$ cat src/rtl/de_ctl_pkg.sv
package de_ctl_pkg;
  localparam int CLR_BIT  = 10;
  localparam int MODE_BIT = 9;
  localparam int EN_BIT   = 8;
  localparam int HALT_W   = 8;

  typedef struct packed {
    logic mode;
    logic irq_en;
  } cfg_t;
endpackage

$ cat src/rtl/de_ctl_regs.sv
module de_ctl_regs
  import de_ctl_pkg::*;
#(
  parameter int ADDR_W    = 8,
  parameter int DATA_W    = 32,
  parameter int SRST_ADDR = 4,
  parameter int CFG_ADDR  = 8
) (
  input  logic              clk,
  input  logic              rst_n,
  input  logic              wr_en,
  input  logic [ADDR_W-1:0] wr_addr,
  input  logic [DATA_W-1:0] wr_data,
  input  logic [ADDR_W-1:0] rd_addr,
  output logic [DATA_W-1:0] rd_data,
  output cfg_t              cfg_o,
  output logic              halt_o,
  output logic              clr_o
);
  localparam logic [ADDR_W-1:0] SRST_A = ADDR_W'(SRST_ADDR);
  localparam logic [ADDR_W-1:0] CFG_A  = ADDR_W'(CFG_ADDR);

  logic wr_srst, wr_cfg;
  cfg_t cfg_q;
  logic halt_q;

  assign wr_srst = wr_en && (wr_addr == SRST_A);
  assign wr_cfg  = wr_en && (wr_addr == CFG_A);
  assign clr_o   = wr_cfg && wr_data[CLR_BIT];

  always_ff @(posedge clk) begin
    if (!rst_n) begin
      cfg_q  <= '0;
      halt_q <= 1'b0;
    end else begin
      if (wr_cfg) begin
        cfg_q.mode   <= wr_data[MODE_BIT];
        cfg_q.irq_en <= wr_data[EN_BIT];
      end
      if (wr_srst) halt_q <= |wr_data[HALT_W-1:0];
    end
  end

  always_comb begin
    rd_data = '0;
    if (rd_addr == CFG_A) begin
      rd_data[MODE_BIT] = cfg_q.mode;
      rd_data[EN_BIT]   = cfg_q.irq_en;
    end else if (rd_addr == SRST_A) begin
      rd_data[0] = halt_q;
    end
  end

  assign cfg_o  = cfg_q;
  assign halt_o = halt_q;


  halt_wr_chk: assert property (@(posedge clk) disable iff (!rst_n)
    wr_srst |=> halt_q == $past(|wr_data[HALT_W-1:0]));

  cfg_keep_chk: assert property (@(posedge clk) disable iff (!rst_n)
    !wr_cfg |=> $stable(cfg_q));

  rd_clr_zero_chk: assert property (@(posedge clk) disable iff (!rst_n)
    rd_data[CLR_BIT] == 1'b0);
endmodule

$ cat src/rtl/de_busy_gen.sv
module de_busy_gen (
  input  logic clk,
  input  logic rst_n,
  input  logic mode_i,
  input  logic halt_i,
  input  logic sm_active_i,
  input  logic mem_pend_i,
  input  logic fifo_empty_i,
  output logic busy_o,
  output logic fall_o
);
  logic busy_q, busy_d, drained;

  assign drained = !sm_active_i && !mem_pend_i && fifo_empty_i;

  always_comb begin
    if (halt_i)      busy_d = 1'b0;
    else if (mode_i) busy_d = sm_active_i || !fifo_empty_i;
    else             busy_d = sm_active_i || (busy_q && !drained);
  end

  always_ff @(posedge clk) begin
    if (!rst_n) busy_q <= 1'b0;
    else        busy_q <= busy_d;
  end

  assign busy_o = busy_q;
  assign fall_o = busy_q && !busy_d && !halt_i;


  halt_busy_chk: assert property (@(posedge clk) disable iff (!rst_n)
    halt_i |=> !busy_o);

  mode0_hold_chk: assert property (@(posedge clk) disable iff (!rst_n)
    (!mode_i && !halt_i && busy_o && mem_pend_i) |=> busy_o);

  mode1_follow_chk: assert property (@(posedge clk) disable iff (!rst_n)
    (mode_i && !halt_i) |=> busy_o == $past(sm_active_i || !fifo_empty_i));
endmodule

$ cat src/rtl/de_irq_unit.sv
module de_irq_unit (
  input  logic clk,
  input  logic rst_n,
  input  logic set_i,
  input  logic clr_i,
  input  logic en_i,
  output logic irq_o
);
  logic flag_q;

  always_ff @(posedge clk) begin
    if (!rst_n)     flag_q <= 1'b0;
    else if (set_i) flag_q <= 1'b1;
    else if (clr_i) flag_q <= 1'b0;
  end

  assign irq_o = flag_q && en_i;


  irq_set_chk: assert property (@(posedge clk) disable iff (!rst_n)
    set_i |=> flag_q);

  irq_clr_chk: assert property (@(posedge clk) disable iff (!rst_n)
    (clr_i && !set_i) |=> !flag_q);

  irq_hold_chk: assert property (@(posedge clk) disable iff (!rst_n)
    (!set_i && !clr_i) |=> $stable(flag_q));
endmodule

$ cat src/rtl/de_status_ctrl.sv
module de_status_ctrl
  import de_ctl_pkg::*;
#(
  parameter int ADDR_W    = 8,
  parameter int DATA_W    = 32,
  parameter int SRST_ADDR = 4,
  parameter int CFG_ADDR  = 8
) (
  input  logic              clk,
  input  logic              rst_n,
  input  logic              wr_en,
  input  logic [ADDR_W-1:0] wr_addr,
  input  logic [DATA_W-1:0] wr_data,
  input  logic [ADDR_W-1:0] rd_addr,
  output logic [DATA_W-1:0] rd_data,
  input  logic              sm_active,
  input  logic              mem_wr_pend,
  input  logic              cmd_fifo_empty,
  output logic              busy,
  output logic              irq,
  output logic              halt_req
);
  cfg_t cfg;
  logic halt, clr, fall;

  de_ctl_regs #(
    .ADDR_W(ADDR_W), .DATA_W(DATA_W),
    .SRST_ADDR(SRST_ADDR), .CFG_ADDR(CFG_ADDR)
  ) u_regs (
    .clk(clk), .rst_n(rst_n),
    .wr_en(wr_en), .wr_addr(wr_addr), .wr_data(wr_data),
    .rd_addr(rd_addr), .rd_data(rd_data),
    .cfg_o(cfg), .halt_o(halt), .clr_o(clr)
  );

  de_busy_gen u_busy (
    .clk(clk), .rst_n(rst_n),
    .mode_i(cfg.mode), .halt_i(halt),
    .sm_active_i(sm_active), .mem_pend_i(mem_wr_pend),
    .fifo_empty_i(cmd_fifo_empty),
    .busy_o(busy), .fall_o(fall)
  );

  de_irq_unit u_irq (
    .clk(clk), .rst_n(rst_n),
    .set_i(fall), .clr_i(clr), .en_i(cfg.irq_en),
    .irq_o(irq)
  );

  assign halt_req = halt;


  irq_mask_chk: assert property (@(posedge clk) disable iff (!rst_n)
    !cfg.irq_en |-> !irq);

  rst_clear_chk: assert property (@(posedge clk)
    !rst_n |=> (!busy && !irq && !halt_req));
endmodule

$ cat config.mk
export PLATFORM = sky130hd
export DESIGN_NAME = de_status_ctrl
export DESIGN_NICKNAME = d
export VERILOG_FILES = /design/src/rtl/de_ctl_pkg.sv /design/src/rtl/de_ctl_regs.sv /design/src/rtl/de_busy_gen.sv /design/src/rtl/de_irq_unit.sv /design/src/rtl/de_status_ctrl.sv
export SDC_FILE = /design/constraint.sdc
export NUM_CORES = 1
export LEC_CHECK = 0
export ABC_CLOCK_PERIOD_IN_PS = 2150
export BUFFER_PORTS_ARGS = -buffer_cell sky130_fd_sc_hd__buf_4
export CAP_MARGIN = 20
export CELL_PAD_IN_SITES_DETAIL_PLACEMENT = 1
export CELL_PAD_IN_SITES_GLOBAL_PLACEMENT = 1
export CORE_MARGIN = 10
export CORE_UTILIZATION = 18
export CTS_BUF_LIST = sky130_fd_sc_hd__clkbuf_2 sky130_fd_sc_hd__clkbuf_4 sky130_fd_sc_hd__clkbuf_8
export DETAILED_ROUTE_END_ITERATION = 7
export GPL_TIMING_DRIVEN = 1
export MAX_ROUTING_LAYER = met4
export PLACE_DENSITY = 0.9
export SLEW_MARGIN = 0
export SYNTH_ARGS = -nofsm -noshare
export SYNTH_HDL_FRONTEND = slang
export SYNTH_SLANG_ARGS = --single-unit
export TNS_END_PERCENT = 50
$ cat constraint.sdc
create_clock -name clk -period 2.15 [get_ports clk]
set_input_delay 0 -clock clk [delete_from_list [all_inputs] [get_ports clk]]
set_output_delay 0 -clock clk [all_outputs]
set_load 0.02 [all_outputs]
After elaboration in Yosys (flattened, before gate mapping):

Cells that the tools add are included.

* logic and storage cells: 35
* output and inout port bits: 35
* input bits: 54
* register bits: 5

* eq/ne operators: 4
* reductions and logical operators: 19
* multiplexer cells: 7

Operators with widths (number)
* $eq A8 B3 Y1 const B: 2
* $eq A8 B4 Y1 const B: 2
* $logic_and A1 B1 Y1: 9
* $reduce_or A8 Y1: 1
* $logic_not A1 Y1: 6
* $mux W1: 6
* $logic_or A1 B1 Y1: 2
* $mux W2: 1
* $reduce_bool A2 Y1: 1

Depth between registers and ports, before layout:

* word-level depth: 12
* mapped depth: 3
* depth with buffers taken out: 3

Hierarchy:

From an unflattened synthesis, not the netlist that was laid out.

* cells, all modules: 68
* area, all modules: 571.8 µm²

By module, submodules not included
* de_ctl_regs: cells each 57, seq. area each 60.1 µm², area an instance 454.2 µm², times used 1
* de_busy_gen: cells each 7, seq. area each 20.0 µm², area an instance 68.8 µm², times used 1
* de_irq_unit: cells each 4, seq. area each 20.0 µm², area an instance 48.8 µm², times used 1

Worst setup path before layout:

OpenSTA, ideal clock, no wires.

* path kind: input -> register
* start: input wr_addr[4]
* end: register u_irq.flag_q
* arrival time: 991 ps
* slack: 1032 ps
* buffers on the path: 0
* required time: 2023 ps
* stages: 3
* library setup time: 127 ps
* path through: or4b_4 > o41ai_1 > a21boi_1

* cells in the longest elaborated chain, start to end: 4

RTL lines
* from (decl): RTL line de_status_ctrl.sv:12 `input logic [ADDR_W-1:0] wr_addr,`
* $eq A8 B4 Y1: RTL line de_ctl_regs.sv:28 `assign wr_cfg = wr_en && (wr_addr == CFG_A);`
* $logic_and A1 B1 Y1: RTL line de_ctl_regs.sv:28
* $logic_and A1 B1 Y1: RTL line de_ctl_regs.sv:29 `assign clr_o = wr_cfg && wr_data[CLR_BIT];`
* $reduce_bool A2 Y1 (no source line)
* to (signal assigned): RTL line de_irq_unit.sv:12 `if (!rst_n) flag_q <= 1'b0;`
* to (signal assigned): RTL line de_irq_unit.sv:13 `else if (set_i) flag_q <= 1'b1;`
* to (signal assigned): RTL line de_irq_unit.sv:14 `else if (clr_i) flag_q <= 1'b0;`
* to (decl): RTL line de_irq_unit.sv:9 `logic flag_q;`

No other way between the ends.
A chain may end at the register's enable or synchronous reset.

Worst setup path after layout:

* start: register u_regs.cfg_q, in the netlist u_regs.cfg_o[1]
* end: output rd_data[9]

* cells in the longest elaborated chain, start to end: 1

RTL lines
* from (decl): RTL line de_ctl_regs.sv:24 `cfg_t cfg_q;`
* $mux W2: RTL line de_ctl_regs.sv:46 `if (rd_addr == CFG_A) begin`
* to (decl): RTL line de_status_ctrl.sv:15 `output logic [DATA_W-1:0] rd_data,`

No other way between the ends.

==> flow_summary.json <==
{
  "status": "complete, no violations",
  "maximum_fanout_count_along_the_critical_path": 4,
  "setup_viol": 0,
  "cp-end-kind": "primary output",
  "cp-start-kind": "register",
  "timing.critical_path.slowest_cell_delay_ns": 0.36,
  "setup-tns-final_ns": 0,
  "drc": 0,
  "most_frequent_cell_after_synthesis": "sky130_fd_sc_hd__buf_4",
  "postCtsSetupRepairBufs": 0,
  "worstPathCellList": "nor4bb_1 > buf_4",
  "overflow": 0,
  "cap_violations": 0,
  "worstSkewPairLatency_ns": 0.25,
  "dpl.hpwl_mm": 1.76,
  "reg2reg_depth": 3,
  "layout.filler_cells": 383,
  "min_period_ns": 1.07,
  "diodes": 0,
  "leakage_power_nw": 0.420,
  "synth_area_leaders": "sky130_fd_sc_hd__buf_4 38%, sky130_fd_sc_hd__dfxtp_1 18%, sky130_fd_sc_hd__mux2i_1 5.3%",
  "hold_path_startpoint": "wr_data[9]",
  "layout-drive-gt1-share_pct": 40.2,
  "synth_cells": 69,
  "synth_enable_flop_cells": 0,
  "pwr_per_cell_area_nw_per_um2": 401,
  "design.die.area_sq_um": 5790,
  "finalHoldViolations": 0,
  "cts.reportedPaths.clkPinSlew_ns": 0.04,
  "synthesis.area_sq_um": 567,
  "routabilityCongestion": 0.725,
  "placedInstanceArea_sq_um": 795,
  "synth_top_area_share_pct": 38.4,
  "vias_per_cell": 3.53,
  "portBuffers": 38,
  "initialDrtViolationCount": 9,
  "post-synth-top-area-cell": "sky130_fd_sc_hd__buf_4",
  "grt_setup_unrepaired": "no",
  "worst-path-buf-inv": 1,
  "clk_path_buf_depth": 2,
  "placeable_core_area_sq_um": 3030,
  "launch_point_of_the_worst_path": "u_regs.cfg_o[1]",
  "ant_nets": 0,
  "htree_num_levels": 1,
  "grt_pass1_wl_mm": 2.99,
  "crit_slowest_cell": "sky130_fd_sc_hd__dfxtp_1",
  "drt_first_pass_iters": 3,
  "synth_seq_area_share_pct": 17.7,
  "synth_ff_type": "sky130_fd_sc_hd__dfxtp_1",
  "finalHoldWorstSlack_ns": 0.0158,
  "final_critical_path_setup_slack_ns": 1.08,
  "globalRouteTotalUtil_pct": 6.52,
  "critical_path_required_ns": 2.15,
  "avgSynthCellArea_sq_um": 8.21,
  "clock-sinks": 5,
  "timing.critical_path.arrival_ns": 1.07,
  "yosys.cell_types.count": 23,
  "floorplan.io_pins": 89,
  "vias": 550,
  "async_flop_share_pct": 0,
  "antenna_found_initial": 0,
  "post_drt_wl_per_cell_um": 12.2,
  "start_util_pct": 18.7,
  "pin_count_of_the_biggest_net_entering_global_routing": 9,
  "hold_path_class": "in2reg",
  "synthToLayoutAreaGrowth_pct": 49.0,
  "skew_ns": 0.000704,
  "tritoncts": "yes",
  "cts-buffers-inserted": 3,
  "ys_seq_elements": 5,
  "std_cell_rows": 20,
  "chipWidth_um": 76.1,
  "worst-setup-path-type": "reg2out",
  "finalWirelength_mm": 1.91,
  "number_of_resized_instances_in_the_post_cts_repair_step": 0,
  "vdd_drop_max_uv": 129,
  "root_buffer": "sky130_fd_sc_hd__clkbuf_4",
  "die_h_um": 76.1,
  "timing.critical_path.depth": 2,
  "power_w": 0.000339,
  "top_delay_family_on_crit_path": "flip-flops",
  "ys_top_cells_by_count": "29 x sky130_fd_sc_hd__buf_4, 8 x sky130_fd_sc_hd__nand2_1, 5 x sky130_fd_sc_hd__dfxtp_1, 3 x sky130_fd_sc_hd__mux2i_1, 3 x sky130_fd_sc_hd__nor2_1",
  "design_area_final_sq_um": 845,
  "post-route-period-util_pct": 49.9,
  "first_global_vias": 648,
  "final_net_count": 167,
  "fmax_ghz": 0.932,
  "r2r-start": "u_regs.cfg_o[1]",
  "hold-path-cell-count": 3,
  "ys.warnings.count": 0,
  "slew_viol_final": 0,
  "dp_worst_setup_slack_ns": 0.881
}
==> state kept, by name, summed over array words and instances (netlist names) <==
register,count
u_regs.halt_o,1
u_busy.busy_o,1
u_irq.flag_q,1
u_regs.cfg_o,2
==> cell families after synthesis <==
family / count (synthesis) / synth area share (%)
AOI/OAI and AO/OA: 5 / 6.40
DFF: 5 / 17.7
muxes: 3 / 5.30
buffers and inverters: 31 / 39.7
and+or+nand+nor: 24 / 30.2
other: 1 / 0.662
==> area by class of cell <==
cell class                 count  area [sq um]  area share [%]
multi-input combinational     61           347            41.0
tap                           44          55.1            6.52
clock buffer                   4          30.0            3.56
inverter                       2          7.51           0.889
sequential                     5           100            11.9
timing repair buffer          40           305            36.1
==> report_power, final <==
part	internal [W]	switching, W
sequential	0.0000950	0.00000133
combinational	0.0000478	0.0000694
clock	0.0000830	0.0000420
==> path summary, 6_finish.rpt <==
| path | to | slack, ns |
|---|---|---|
| setup / recovery | rd_data[9] | 1.08 |
| setup reg to reg | u_busy.busy_o | 1.29 |
| hold / removal | u_regs.cfg_o[1] | 0.02 |
| hold reg to reg | u_irq.flag_q | 0.47 |
==> worst reg2reg max path, stage by stage, from the launching register on <==
cell                       delay (ns)
sky130_fd_sc_hd__dfxtp_1         0.36
sky130_fd_sc_hd__nand2b_1        0.14
sky130_fd_sc_hd__a21oi_1         0.07
sky130_fd_sc_hd__o211a_1         0.19
==> metrics by stage <==
step	utilization, %	instances
finish	27.9	156
global route	27.9	156
CTS	27.9	156
detailed placement	26.2	150
global placement	26.2	150
floorplan	-	97
==> cells in the final DEF, fill, tap and decap left out <==
cell and count:
sky130_fd_sc_hd__a21boi_1 1, sky130_fd_sc_hd__o211a_1 1, sky130_fd_sc_hd__clkbuf_4 4, sky130_fd_sc_hd__nor4_4 1, sky130_fd_sc_hd__inv_1 2, sky130_fd_sc_hd__a21oi_1 1
sky130_fd_sc_hd__or3_1 1, sky130_fd_sc_hd__buf_4 38, sky130_fd_sc_hd__conb_1 29, sky130_fd_sc_hd__or4b_4 1, sky130_fd_sc_hd__nand2b_1 1, sky130_fd_sc_hd__mux2i_1 3
sky130_fd_sc_hd__nor4_1 1, sky130_fd_sc_hd__nand4_1 1, sky130_fd_sc_hd__nand2_1 8, sky130_fd_sc_hd__o21ai_0 1, sky130_fd_sc_hd__dfxtp_1 5, sky130_fd_sc_hd__nor2_1 3
sky130_fd_sc_hd__or4_1 2, sky130_fd_sc_hd__nor4bb_1 2, sky130_fd_sc_hd__nor4b_4 1, sky130_fd_sc_hd__and2_1 1, sky130_fd_sc_hd__nor3_1 1, sky130_fd_sc_hd__dlygate4sd3_1 2
sky130_fd_sc_hd__o41ai_1 1
==> repair_timing <==
item | in CTS | in global routing
endpoints found under the setup margin | 0 | 0
endpoints found under the hold margin | 2 | 0
hold buffers | 2 | 0
==> metal layers <==
metal	part of all wire, %	vias to the layer above	GRT usage (%)
li1	-	263	-
met1	45	240	7.12
met2	47	45	10.4
met3	7.5	2	3.54
met4	0.58	0	1.12
met5	0	-	-
Power figures use the tool's default switching activity.
